**src/rtl/netcsr_pkg.sv**
```systemverilog
package netcsr_pkg;

    typedef enum logic [1:0] {
        RUN_STOPPED = 2'd0,
        RUN_INITING = 2'd1,
        RUN_READY   = 2'd2,
        RUN_ACTIVE  = 2'd3
    } run_state_t;

    // Command and status word bit positions
    localparam int C0_INIT = 0;
    localparam int C0_STRT = 1;
    localparam int C0_STOP = 2;
    localparam int C0_TDMD = 3;
    localparam int C0_TXON = 4;
    localparam int C0_RXON = 5;
    localparam int C0_INEA = 6;
    localparam int C0_INTR = 7;
    localparam int C0_FLAG_LO = 8;
    localparam int C0_ERR  = 15;

    // Sticky flag vector, packed to map onto word bits 14:8
    localparam int FLAG_COUNT = 7;
    localparam int FL_IDON = 0;
    localparam int FL_TINT = 1;
    localparam int FL_RINT = 2;
    localparam int FL_MERR = 3;
    localparam int FL_MISS = 4;
    localparam int FL_CERR = 5;
    localparam int FL_BABL = 6;

    // Register numbers decoded by the bank
    localparam int REGN_CMD      = 0;
    localparam int REGN_IADR_LO  = 1;
    localparam int REGN_IADR_HI  = 2;
    localparam int REGN_BUSMODE  = 3;
    localparam int REGN_FILT0    = 8;
    localparam int REGN_MODE     = 15;

    localparam int BUSMODE_W = 3;

endpackage

```
**src/rtl/netcsr_ctrl.sv**
```systemverilog
module netcsr_ctrl
    import netcsr_pkg::*;
(
    input  logic       clk,
    input  logic       rst_n,
    input  logic       cmd_wr,
    input  logic       cmd_init,
    input  logic       cmd_strt,
    input  logic       cmd_stop,
    input  logic       cmd_tdmd,
    input  logic       cmd_inea,
    input  logic       init_done,
    output run_state_t state,
    output logic       init_seen,
    output logic       inea,
    output logic       tdmd,
    output logic       init_pulse,
    output logic       start_pulse,
    output logic       stop_pulse,
    output logic       idon_set
);

    run_state_t next_state;
    logic       start_armed;
    logic       arm_now;

    // A start requested together with, or during, an init fetch
    assign arm_now = cmd_wr && !cmd_stop && cmd_strt &&
                     (cmd_init || state == RUN_INITING);

    always_comb begin
        next_state = state;
        unique case (state)
            RUN_STOPPED: begin
                if (cmd_wr && !cmd_stop) begin
                    if (cmd_init)      next_state = RUN_INITING;
                    else if (cmd_strt) next_state = RUN_ACTIVE;
                end
            end
            RUN_INITING: begin
                if (cmd_wr && cmd_stop)
                    next_state = RUN_STOPPED;
                else if (init_done)
                    next_state = (start_armed || arm_now) ? RUN_ACTIVE : RUN_READY;
            end
            RUN_READY: begin
                if (cmd_wr) begin
                    if (cmd_stop)      next_state = RUN_STOPPED;
                    else if (cmd_init) next_state = RUN_INITING;
                    else if (cmd_strt) next_state = RUN_ACTIVE;
                end
            end
            RUN_ACTIVE: begin
                if (cmd_wr) begin
                    if (cmd_stop)      next_state = RUN_STOPPED;
                    else if (cmd_init) next_state = RUN_INITING;
                end
            end
            default: next_state = RUN_STOPPED;
        endcase
    end

    // State register
    always_ff @(posedge clk) begin
        if (!rst_n) state <= RUN_STOPPED;
        else        state <= next_state;
    end

    assign idon_set = (state == RUN_INITING) && init_done && !(cmd_wr && cmd_stop);

    // Outputs derived from the transition taken
    always_ff @(posedge clk) begin
        if (!rst_n) begin
            init_pulse  <= 1'b0;
            start_pulse <= 1'b0;
            stop_pulse  <= 1'b0;
            tdmd        <= 1'b0;
            inea        <= 1'b0;
            init_seen   <= 1'b0;
            start_armed <= 1'b0;
        end else begin
            init_pulse  <= (next_state == RUN_INITING) && (state != RUN_INITING);
            start_pulse <= (next_state == RUN_ACTIVE)  && (state != RUN_ACTIVE);
            stop_pulse  <= cmd_wr && cmd_stop;
            tdmd        <= cmd_wr && cmd_tdmd &&
                           (state == RUN_ACTIVE) && (next_state == RUN_ACTIVE);
            if (cmd_wr)
                inea <= cmd_stop ? 1'b0 : cmd_inea;
            if (next_state == RUN_STOPPED)
                init_seen <= 1'b0;
            else if (next_state == RUN_INITING)
                init_seen <= 1'b1;
            if (next_state != RUN_INITING)
                start_armed <= 1'b0;
            else if (arm_now)
                start_armed <= 1'b1;
        end
    end

endmodule

```
**src/rtl/netcsr_flags.sv**
```systemverilog
module netcsr_flags #(
    parameter int N_FLAGS = 7
) (
    input  logic               clk,
    input  logic               rst_n,
    input  logic               flush,
    input  logic [N_FLAGS-1:0] set_evt,
    input  logic [N_FLAGS-1:0] clr_mask,
    output logic [N_FLAGS-1:0] flags
);

    // One sticky cell per source: flush beats set, set beats clear
    for (genvar i = 0; i < N_FLAGS; i++) begin : g_cell
        always_ff @(posedge clk) begin
            if (!rst_n || flush)  flags[i] <= 1'b0;
            else if (set_evt[i])  flags[i] <= 1'b1;
            else if (clr_mask[i]) flags[i] <= 1'b0;
        end
    end

endmodule

```
**src/rtl/netcsr_bank.sv**
```systemverilog
module netcsr_bank
    import netcsr_pkg::*;
#(
    parameter int REG_SEL_W   = 4,
    parameter int INIT_ADDR_W = 24,
    parameter int FILTER_W    = 64
) (
    input  logic                   clk,
    input  logic                   rst_n,
    input  logic                   wr,
    input  logic [REG_SEL_W-1:0]   sel,
    input  logic [15:0]            wdata,
    input  logic                   stopped,
    output logic [INIT_ADDR_W-1:0] init_addr,
    output logic [BUSMODE_W-1:0]   bus_mode,
    output logic [FILTER_W-1:0]    filter,
    output logic [15:0]            mode_word,
    output logic [15:0]            rd_data
);

    localparam int HI_W     = INIT_ADDR_W - 16;
    localparam int FILT_REG = FILTER_W / 16;

    logic [15:0]          iadr_lo;
    logic [HI_W-1:0]      iadr_hi;
    logic [FILT_REG-1:0]  filt_hit;

    assign init_addr = {iadr_hi, iadr_lo};

    // Address and bus-mode words are locked unless stopped
    always_ff @(posedge clk) begin
        if (!rst_n) begin
            iadr_lo  <= '0;
            iadr_hi  <= '0;
            bus_mode <= '0;
            mode_word <= '0;
        end else if (wr) begin
            if (stopped && sel == REG_SEL_W'(REGN_IADR_LO)) iadr_lo  <= wdata;
            if (stopped && sel == REG_SEL_W'(REGN_IADR_HI)) iadr_hi  <= wdata[HI_W-1:0];
            if (stopped && sel == REG_SEL_W'(REGN_BUSMODE)) bus_mode <= wdata[BUSMODE_W-1:0];
            if (sel == REG_SEL_W'(REGN_MODE))               mode_word <= wdata;
        end
    end

    for (genvar k = 0; k < FILT_REG; k++) begin : g_filt
        assign filt_hit[k] = (sel == REG_SEL_W'(REGN_FILT0 + k));
        always_ff @(posedge clk) begin
            if (!rst_n)                filter[16*k +: 16] <= '0;
            else if (wr && filt_hit[k]) filter[16*k +: 16] <= wdata;
        end
    end

    always_comb begin
        rd_data = '0;
        if (sel == REG_SEL_W'(REGN_IADR_LO)) rd_data = iadr_lo;
        if (sel == REG_SEL_W'(REGN_IADR_HI)) rd_data = 16'(iadr_hi);
        if (sel == REG_SEL_W'(REGN_BUSMODE)) rd_data = 16'(bus_mode);
        if (sel == REG_SEL_W'(REGN_MODE))    rd_data = mode_word;
        for (int k = 0; k < FILT_REG; k++)
            if (filt_hit[k]) rd_data = filter[16*k +: 16];
    end

endmodule

```
**src/rtl/netcsr_file.sv**
```systemverilog
module netcsr_file
    import netcsr_pkg::*;
#(
    parameter int REG_SEL_W   = 4,
    parameter int INIT_ADDR_W = 24,
    parameter int FILTER_W    = 64
) (
    input  logic                   clk,
    input  logic                   rst_n,
    input  logic                   host_wr,
    input  logic                   host_port,
    input  logic [15:0]            host_wdata,
    output logic [15:0]            host_rdata,
    input  logic                   init_done,
    input  logic                   tx_done_evt,
    input  logic                   rx_done_evt,
    input  logic                   mem_err_evt,
    input  logic                   miss_evt,
    input  logic                   coll_err_evt,
    input  logic                   babble_evt,
    output logic                   irq,
    output logic                   init_pulse,
    output logic                   start_pulse,
    output logic                   stop_pulse,
    output logic                   tx_demand,
    output logic                   tx_enable,
    output logic                   rx_enable,
    output logic [INIT_ADDR_W-1:0] init_addr,
    output logic [BUSMODE_W-1:0]   bus_mode,
    output logic [FILTER_W-1:0]    mcast_filter,
    output logic                   promisc
);

    logic [REG_SEL_W-1:0]  csr_sel;
    logic                  data_wr;
    logic                  cmd_wr;
    run_state_t            run_state;
    logic                  stopped;
    logic                  running;
    logic                  init_seen;
    logic                  inea;
    logic                  idon_set;
    logic [FLAG_COUNT-1:0] flags;
    logic [FLAG_COUNT-1:0] set_evt;
    logic [FLAG_COUNT-1:0] clr_mask;
    logic                  err_sum;
    logic                  intr_sum;
    logic [15:0]           cmd_word;
    logic [15:0]           bank_rd;
    logic [15:0]           mode_word;

    // Address port
    always_ff @(posedge clk) begin
        if (!rst_n)                   csr_sel <= '0;
        else if (host_wr && host_port) csr_sel <= host_wdata[REG_SEL_W-1:0];
    end

    assign data_wr = host_wr && !host_port;
    assign cmd_wr  = data_wr && (csr_sel == REG_SEL_W'(REGN_CMD));

    netcsr_ctrl u_ctrl (
        .clk        (clk),
        .rst_n      (rst_n),
        .cmd_wr     (cmd_wr),
        .cmd_init   (host_wdata[C0_INIT]),
        .cmd_strt   (host_wdata[C0_STRT]),
        .cmd_stop   (host_wdata[C0_STOP]),
        .cmd_tdmd   (host_wdata[C0_TDMD]),
        .cmd_inea   (host_wdata[C0_INEA]),
        .init_done  (init_done),
        .state      (run_state),
        .init_seen  (init_seen),
        .inea       (inea),
        .tdmd       (tx_demand),
        .init_pulse (init_pulse),
        .start_pulse(start_pulse),
        .stop_pulse (stop_pulse),
        .idon_set   (idon_set)
    );

    assign stopped = (run_state == RUN_STOPPED);
    assign running = (run_state == RUN_ACTIVE);

    always_comb begin
        set_evt          = '0;
        set_evt[FL_IDON] = idon_set;
        set_evt[FL_TINT] = tx_done_evt  && !stopped;
        set_evt[FL_RINT] = rx_done_evt  && !stopped;
        set_evt[FL_MERR] = mem_err_evt  && !stopped;
        set_evt[FL_MISS] = miss_evt     && !stopped;
        set_evt[FL_CERR] = coll_err_evt && !stopped;
        set_evt[FL_BABL] = babble_evt   && !stopped;
    end

    assign clr_mask = cmd_wr ? host_wdata[C0_FLAG_LO +: FLAG_COUNT] : '0;

    netcsr_flags #(.N_FLAGS(FLAG_COUNT)) u_flags (
        .clk     (clk),
        .rst_n   (rst_n),
        .flush   (cmd_wr && host_wdata[C0_STOP]),
        .set_evt (set_evt),
        .clr_mask(clr_mask),
        .flags   (flags)
    );

    netcsr_bank #(
        .REG_SEL_W  (REG_SEL_W),
        .INIT_ADDR_W(INIT_ADDR_W),
        .FILTER_W   (FILTER_W)
    ) u_bank (
        .clk      (clk),
        .rst_n    (rst_n),
        .wr       (data_wr),
        .sel      (csr_sel),
        .wdata    (host_wdata),
        .stopped  (stopped),
        .init_addr(init_addr),
        .bus_mode (bus_mode),
        .filter   (mcast_filter),
        .mode_word(mode_word),
        .rd_data  (bank_rd)
    );

    assign err_sum  = flags[FL_MERR] | flags[FL_MISS] | flags[FL_CERR] | flags[FL_BABL];
    assign intr_sum = err_sum | flags[FL_IDON] | flags[FL_TINT] | flags[FL_RINT];

    always_comb begin
        cmd_word          = '0;
        cmd_word[C0_INIT] = init_seen;
        cmd_word[C0_STRT] = running;
        cmd_word[C0_STOP] = stopped;
        cmd_word[C0_TDMD] = tx_demand;
        cmd_word[C0_TXON] = running;
        cmd_word[C0_RXON] = running;
        cmd_word[C0_INEA] = inea;
        cmd_word[C0_INTR] = intr_sum;
        cmd_word[C0_FLAG_LO +: FLAG_COUNT] = flags;
        cmd_word[C0_ERR]  = err_sum;
    end

    assign host_rdata = host_port ? 16'(csr_sel)
                      : ((csr_sel == REG_SEL_W'(REGN_CMD)) ? cmd_word : bank_rd);

    assign irq       = intr_sum & inea;
    assign tx_enable = running;
    assign rx_enable = running;
    assign promisc   = mode_word[15];

endmodule

```
**config.mk**
```make
export PLATFORM = sky130hd
export DESIGN_NAME = netcsr_file
export DESIGN_NICKNAME = d
export VERILOG_FILES = /design/src/rtl/netcsr_pkg.sv /design/src/rtl/netcsr_ctrl.sv /design/src/rtl/netcsr_flags.sv /design/src/rtl/netcsr_bank.sv /design/src/rtl/netcsr_file.sv
export SDC_FILE = /design/constraint.sdc
export NUM_CORES = 1
export LEC_CHECK = 0
export BUFFER_PORTS_ARGS = -buffer_cell sky130_fd_sc_hd__buf_2
export CORE_UTILIZATION = 40
export DETAILED_ROUTE_END_ITERATION = 8
export RECOVER_POWER = 25
export SETUP_SLACK_MARGIN = 0.3
export SLEW_MARGIN = 20
export SYNTH_ARGS = -nofsm -noshare
export SYNTH_HDL_FRONTEND = slang
export SYNTH_HIERARCHICAL = 1
export SYNTH_SLANG_ARGS = --single-unit
```
**constraint.sdc**
```tcl
create_clock -name clk -period 2.21 [get_ports clk]
set_input_delay 0.3315 -clock clk [delete_from_list [all_inputs] [get_ports clk]]
set_output_delay 0.3315 -clock clk [all_outputs]
set_load 0.1 [all_outputs]
```
## Yosys cells after proc, flatten, opt, wreduce, memory -nomap -nowiden

Index checks and enable logic that the tools add are counted.

- Add/subtract/negate cells: 0
- Multiply operators: 0
- Divide/modulo/power cells: 0
- Order comparisons: 0
- Equality and inequality tests: 16
- Shift-type cells: 0
- Multiplexer cells: 38
- Bitwise gates (word level): 8
- Reduce and logical (&&, ||, !) cells: 51

Operator list:

| operator | count |
|---|---|
| 16-bit 2-to-1 mux | 10 |
| 1-bit logical AND | 27 |
| 4-bit == test, second input constant | 5 |
| 2-bit 2-to-1 mux | 10 |
| 1-bit 2-to-1 mux | 16 |
| 2-bit nonzero test | 7 |
| 4-bit by 2-bit == test with 1-bit output, second input constant | 2 |
| 2-bit one-hot mux with 4 select lines | 1 |
| 2-bit AND reduction | 4 |
| 7-bit 2-to-1 mux | 1 |
| 2-bit == test, second input constant | 3 |
| 1-bit OR | 6 |
| 1-bit zero test | 5 |
| 2-bit by 1-bit == test with 1-bit output, second input constant | 2 |
| 4-bit by 1-bit == test with 1-bit output, second input constant | 1 |
| 2-bit zero test | 2 |
| 4-bit zero test | 1 |
| 2-bit by 1-bit inequality test with 1-bit output, second input constant | 2 |
| 2-bit OR reduction | 2 |
| 1-bit logical OR | 3 |
| 2-bit inequality test, second input constant | 1 |
| 1-bit AND | 1 |
| 1-bit inverter | 1 |

- Register bits: 127
- Bits in latches: 0
- Memory bits (writable): 0
- ROM bits: 0
- Bits of input ports: 27
- Output and inout bits: 115
- Word-level logic and storage cells: 137
- Memories kept: 0

## Depth between registers and ports, before layout

- Depth in word-level cells: 13
- Gate-level depth with buffers: 10
- Depth with buffers taken out: 6

## Cells and area by module

The synthesis kept the hierarchy.

Modules (own cells, without submodules):

| module | instances | cells each | area an instance (um^2) |
|---|---|---|---|
| netcsr_bank | 1 | 614 | 5,172.5 |
| netcsr_file | 1 | 94 | 591.8 |
| netcsr_ctrl | 1 | 47 | 437.9 |
| netcsr_flags | 1 | 29 | 285.3 |

## Worst setup path before layout

No wires, ideal clock.

- Path kind: register -> output
- Start: reg u_bank.filter[23]
- End: out host_rdata[7]
- Arrival: 3.898 ns
- Required time: 1.879 ns
- Setup slack: -2.019 ns
- Stages on the path, launching flop included: 7
- Buffers on the path: 0
- Cell sequence: dfxtp_1 o21ai_0 a211oi_1 a21oi_1 a21oi_1 nor2_1 a211oi_1

- Word-level cells in the longest chain between the ends: 5

RTL lines:

| item | line | text |
|---|---|---|
| start, declared | netcsr_bank.sv:16 | `output logic [FILTER_W-1:0] filter,` |
| start signal, assigned by index | netcsr_bank.sv:49 | `else if (wr && filt_hit[k]) filter[16*k +: 16] <= wdata;` |
| 16-bit 2-to-1 mux (3 in series) | netcsr_bank.sv:60 | `if (filt_hit[k]) rd_data = filter[16*k +: 16];` |
| net bank_rd[7] | netcsr_file.sv:49 | `logic [15:0] bank_rd;` |
| 16-bit 2-to-1 mux | netcsr_file.sv:142 | `: ((csr_sel == REG_SEL_W'(REGN_CMD)) ? cmd_word : bank_rd);` |
| 16-bit 2-to-1 mux | netcsr_file.sv:141 | `assign host_rdata = host_port ? 16'(csr_sel)` |
| end, declared | netcsr_file.sv:13 | `output logic [15:0] host_rdata,` |

The timed path passes the listed nets, and every way through them passes these cells.

## Final worst setup path

- Start: reg csr_sel[1]
- End: out host_rdata[1]

- Word-level cells in the longest chain between the ends: 11
- Elaborated cells between the ends (all ways): 19
- Those cells by class: eq/ne: 8; mux: 10; reduce/logical: 1

RTL lines:

| item | line | text |
|---|---|---|
| start, declared | netcsr_file.sv:34 | `logic [REG_SEL_W-1:0] csr_sel;` |
| start signal, assigned | netcsr_file.sv:55 | `else if (host_wr && host_port) csr_sel <= host_wdata[REG_SEL_W-1:0];` |
| 4-bit by 1-bit == test with 1-bit output | netcsr_bank.sv:55 | `if (sel == REG_SEL_W'(REGN_IADR_LO)) rd_data = iadr_lo;` |
| 16-bit 2-to-1 mux | netcsr_bank.sv:55 |  |
| 16-bit 2-to-1 mux | netcsr_bank.sv:56 | `if (sel == REG_SEL_W'(REGN_IADR_HI)) rd_data = 16'(iadr_hi);` |
| 16-bit 2-to-1 mux | netcsr_bank.sv:57 | `if (sel == REG_SEL_W'(REGN_BUSMODE)) rd_data = 16'(bus_mode);` |
| 16-bit 2-to-1 mux | netcsr_bank.sv:58 | `if (sel == REG_SEL_W'(REGN_MODE)) rd_data = mode_word;` |
| 16-bit 2-to-1 mux (3 in series) | netcsr_bank.sv:60 |  |
| 16-bit 2-to-1 mux (*) | netcsr_bank.sv:60 |  |
| net bank_rd[1] | netcsr_file.sv:49 |  |
| 16-bit 2-to-1 mux (*) | netcsr_file.sv:142 |  |
| 16-bit 2-to-1 mux (*) | netcsr_file.sv:141 |  |

The timed path passes the listed nets; every way through them passes the cells marked *.

==> reports/metrics.cfg <==
[sta]
rsz0062_at_grt=yes
hold_viol=0
final.period_utilization=1.14
fin_worst_skew_ns=0.00493
final_max_slew_viol_count=0
finalSetupViolations=16
fmax_mhz=398
period_minus_slack_ns=2.52
finalSetupTns_ns=-4.45
worst_pin_slew_ns=0.650
setup_ws_ns=-0.305
relSlewSlack=0.566
whs_ns=0.217

[cells_and_area]
layout.nets=984
stdcell_count=1186
areaGrowthSynthToFinish_pct=47.5
num-fill-cells=1371
diodes=0
finalInstanceArea_um2=9570
layout-drive-gt1-share=0.492
fin_util=0.603

[drt]
postRouteAntennaNets=0
wl_um=22200
drt_iter0_markers=540
drt-pass1-iter-count=6
dr_total_vias=6407
drc=0
vias_per_cell=5.40
wire_per_inst_um=18.7

[job]
cap_violations=0

[yosys]
post_synth_instance_area_um2=6490
synth_top_cell_area_share=0.392
ys_ff_latch=127
yosysUniqueCellTypes=66
synthArstFlopShare=0
synth_ff_type=dfxtp_1
yosys.area.top_type=dfxtp_1
syn_nets=811
synthCells=784
ys_seq_area_frac=0.392
netlist_top_cells_area=dfxtp_1, nand2_1, a21boi_0, mux2i_1, nor2b_1
ys_warn_count=6
synth-edff-count=0
avgSynthCellArea_um2=8.27

[worst_setup_path]
path_cells=buf_6 -> nor2b_4 -> buf_6 -> a22o_1 -> a22oi_2 -> o22ai_2 -> mux2i_2 -> o21ai_4 -> buf_12
end_kind=output pin
cpLargestDelayFamily=compound AO/OA/AOI/OAI gates
critPathMaxStageDelay_ns=0.37
worst_ep_required_time_ns=1.88
worst-path-buf-inv=3
slowest_stage=dfxtp_4
crit_fanout=6
cpMostUsedCell=buf_6
crit_arrival_ns=2.18
start_kind=flip-flop
path_class=flip-flop to output pin

[floorplanning]
die_h_um=129
coreArea_um2=15900
die_w_um=129
die-area_um2=16700
num_rows=46
start_util=0.408
floorplan.io_pins=142

[power_and_ir_drop]
p_per_area_nw_per_um2=628
cellLeakagePower_nw=3.88
power.total_mw=6.01
vdd_ir_drop_max_v=0.000588

[placed_design]
numPlacedInstances=1126
placed_area_um2=8150
dp_slack_ns=-0.0169
dpl.hpwl_um=15100
gp_congestion=0.890
io_buffer_count=141

[clocking]
clk_latency_ns=0.43
clock_path_buffers=2
cts_buffers=17
cts_tree=done
htreeDepth=4
clk_pin_slew_ns=0.06
cts-root-buf=clkbuf_16
cts_sinks=127
ctsHoldBuffers=0

[worst_hold_path]
hold_path.class=input pin to flip-flop

[outcome]
status=finished, violations left
violations=negative setup slack

[global_route]
gr-total-overflow=0
grt_pass1_vias=5996
antenna_found_initial=0
grt.total_usage=0.263
grt_pass1_wl_um=32900
grt_start_max_net_pins=88

[Yosys cell counts, types with 6 or more instances]
master / n
a211oi_1: 6
a21boi_0: 55
a21boi_1: 30
a21oi_1: 39
a21oi_2: 8
a22o_1: 13
and3_1: 13
buf_2: 16
buf_4: 13
buf_6: 6
clkbuf_1: 23
dfxtp_1: 127
inv_1: 10
mux2_2: 9
mux2i_1: 36
nand2_1: 204
nand2b_1: 9
nand3_1: 6
nor2_1: 20
nor2b_1: 44
nor3_1: 7
o21ai_0: 11
o221ai_1: 7
[report_power, final]
| part | internal (mW) | switching (mW) | leakage, nW |
|---|---|---|---|
| logic | 0.334 | 0.513 | 2.52 |
| registers | 2.29 | 0.0254 | 1.08 |
| clock network | 1.76 | 1.09 | 0.282 |
[tightest hold or removal path, cell delays in order]
cell and delay, ns:
buf_2 0.15, nand2_1 0.07, a21boi_1 0.05
[layout by cell type (no fill, tap or decap), types with 5 or more instances in the layout]
cell and count:
buf_12 24, inv_1 10, nand2_1 189, buf_8 5, and3_1 11, clkbuf_16 19
dfxtp_4 20, or2_2 5, buf_6 15, a21oi_1 12, a21boi_0 54, nor2_1 17
buf_4 45, dfxtp_1 30, buf_2 122, nand2_2 10, a21oi_4 10, dfxtp_2 77
nand3_1 6, a21oi_2 25, a21boi_1 30, o211ai_1 5, mux2i_2 5, o21ai_0 7
a22o_1 13, nand2b_1 8, mux2_2 9, nor2_4 6, nor2b_1 41, mux2i_1 31
[state kept, by name (all words and copies together) (netlist names)]
| register | flops |
|---|---|
| csr_sel | 4 |
| u_bank/bus_mode | 3 |
| u_bank/filter | 64 |
| u_bank/iadr_hi | 8 |
| u_bank/iadr_lo | 16 |
| u_bank/mode_word | 16 |
| u_ctrl/inea | 1 |
| u_ctrl/init_pulse | 1 |
| u_ctrl/init_seen | 1 |
| u_ctrl/start_armed | 1 |
| u_ctrl/start_pulse | 1 |
| u_ctrl/state | 2 |
| u_ctrl/stop_pulse | 1 |
| u_ctrl/tdmd | 1 |
| u_flags/flags | 7 |
[area by class of cell]
cell class / instances / area, um2 / share of cell area
tap: 216 / 270 / 0.0282
clock buffer: 17 / 425 / 0.0444
multi-input combinational: 587 / 4230 / 0.441
clock inverter: 15 / 170 / 0.0178
sequential: 127 / 2710 / 0.284
inverter: 11 / 43.8 / 0.00458
timing repair buffer: 213 / 1720 / 0.180
[kinds of logic after synthesis]
| group | Yosys count | synth area share |
|---|---|---|
| and+or+nand+nor | 339 | 0.253 |
| AOI/OAI and AO/OA | 203 | 0.225 |
| muxes | 45 | 0.0712 |
| buffers and inverters | 70 | 0.0581 |
| DFF | 127 | 0.392 |
[final timing paths]
check                                        from           endpoint  slack [ns]  cells after the start
worst max register to register         csr_sel[3]   u_ctrl/init_seen        0.11                      9
worst min-delay path                host_wdata[5]   u_bank/filter[5]        0.22                      3
worst min register to register  u_bank/iadr_lo[4]  u_bank/iadr_lo[4]        0.47                      2
worst max-delay path                   csr_sel[1]      host_rdata[1]       -0.31                      9
[timing repair]
action                                  CTS  global route
endpoints found under the setup margin   26            28
pin swaps                                26            25
resized for setup                        89            44
cloned                                    0             2
setup buffers                            14            12
[routing by layer]
layer	routed length [um]	share of wire	track usage
met1	9560	0.43	0.321
met2	11000	0.50	0.449
met3	1130	0.051	0.0533
met4	465	0.021	0.110
met5	0	0	0
No activity file was read; power rests on OpenSTA's default activity.
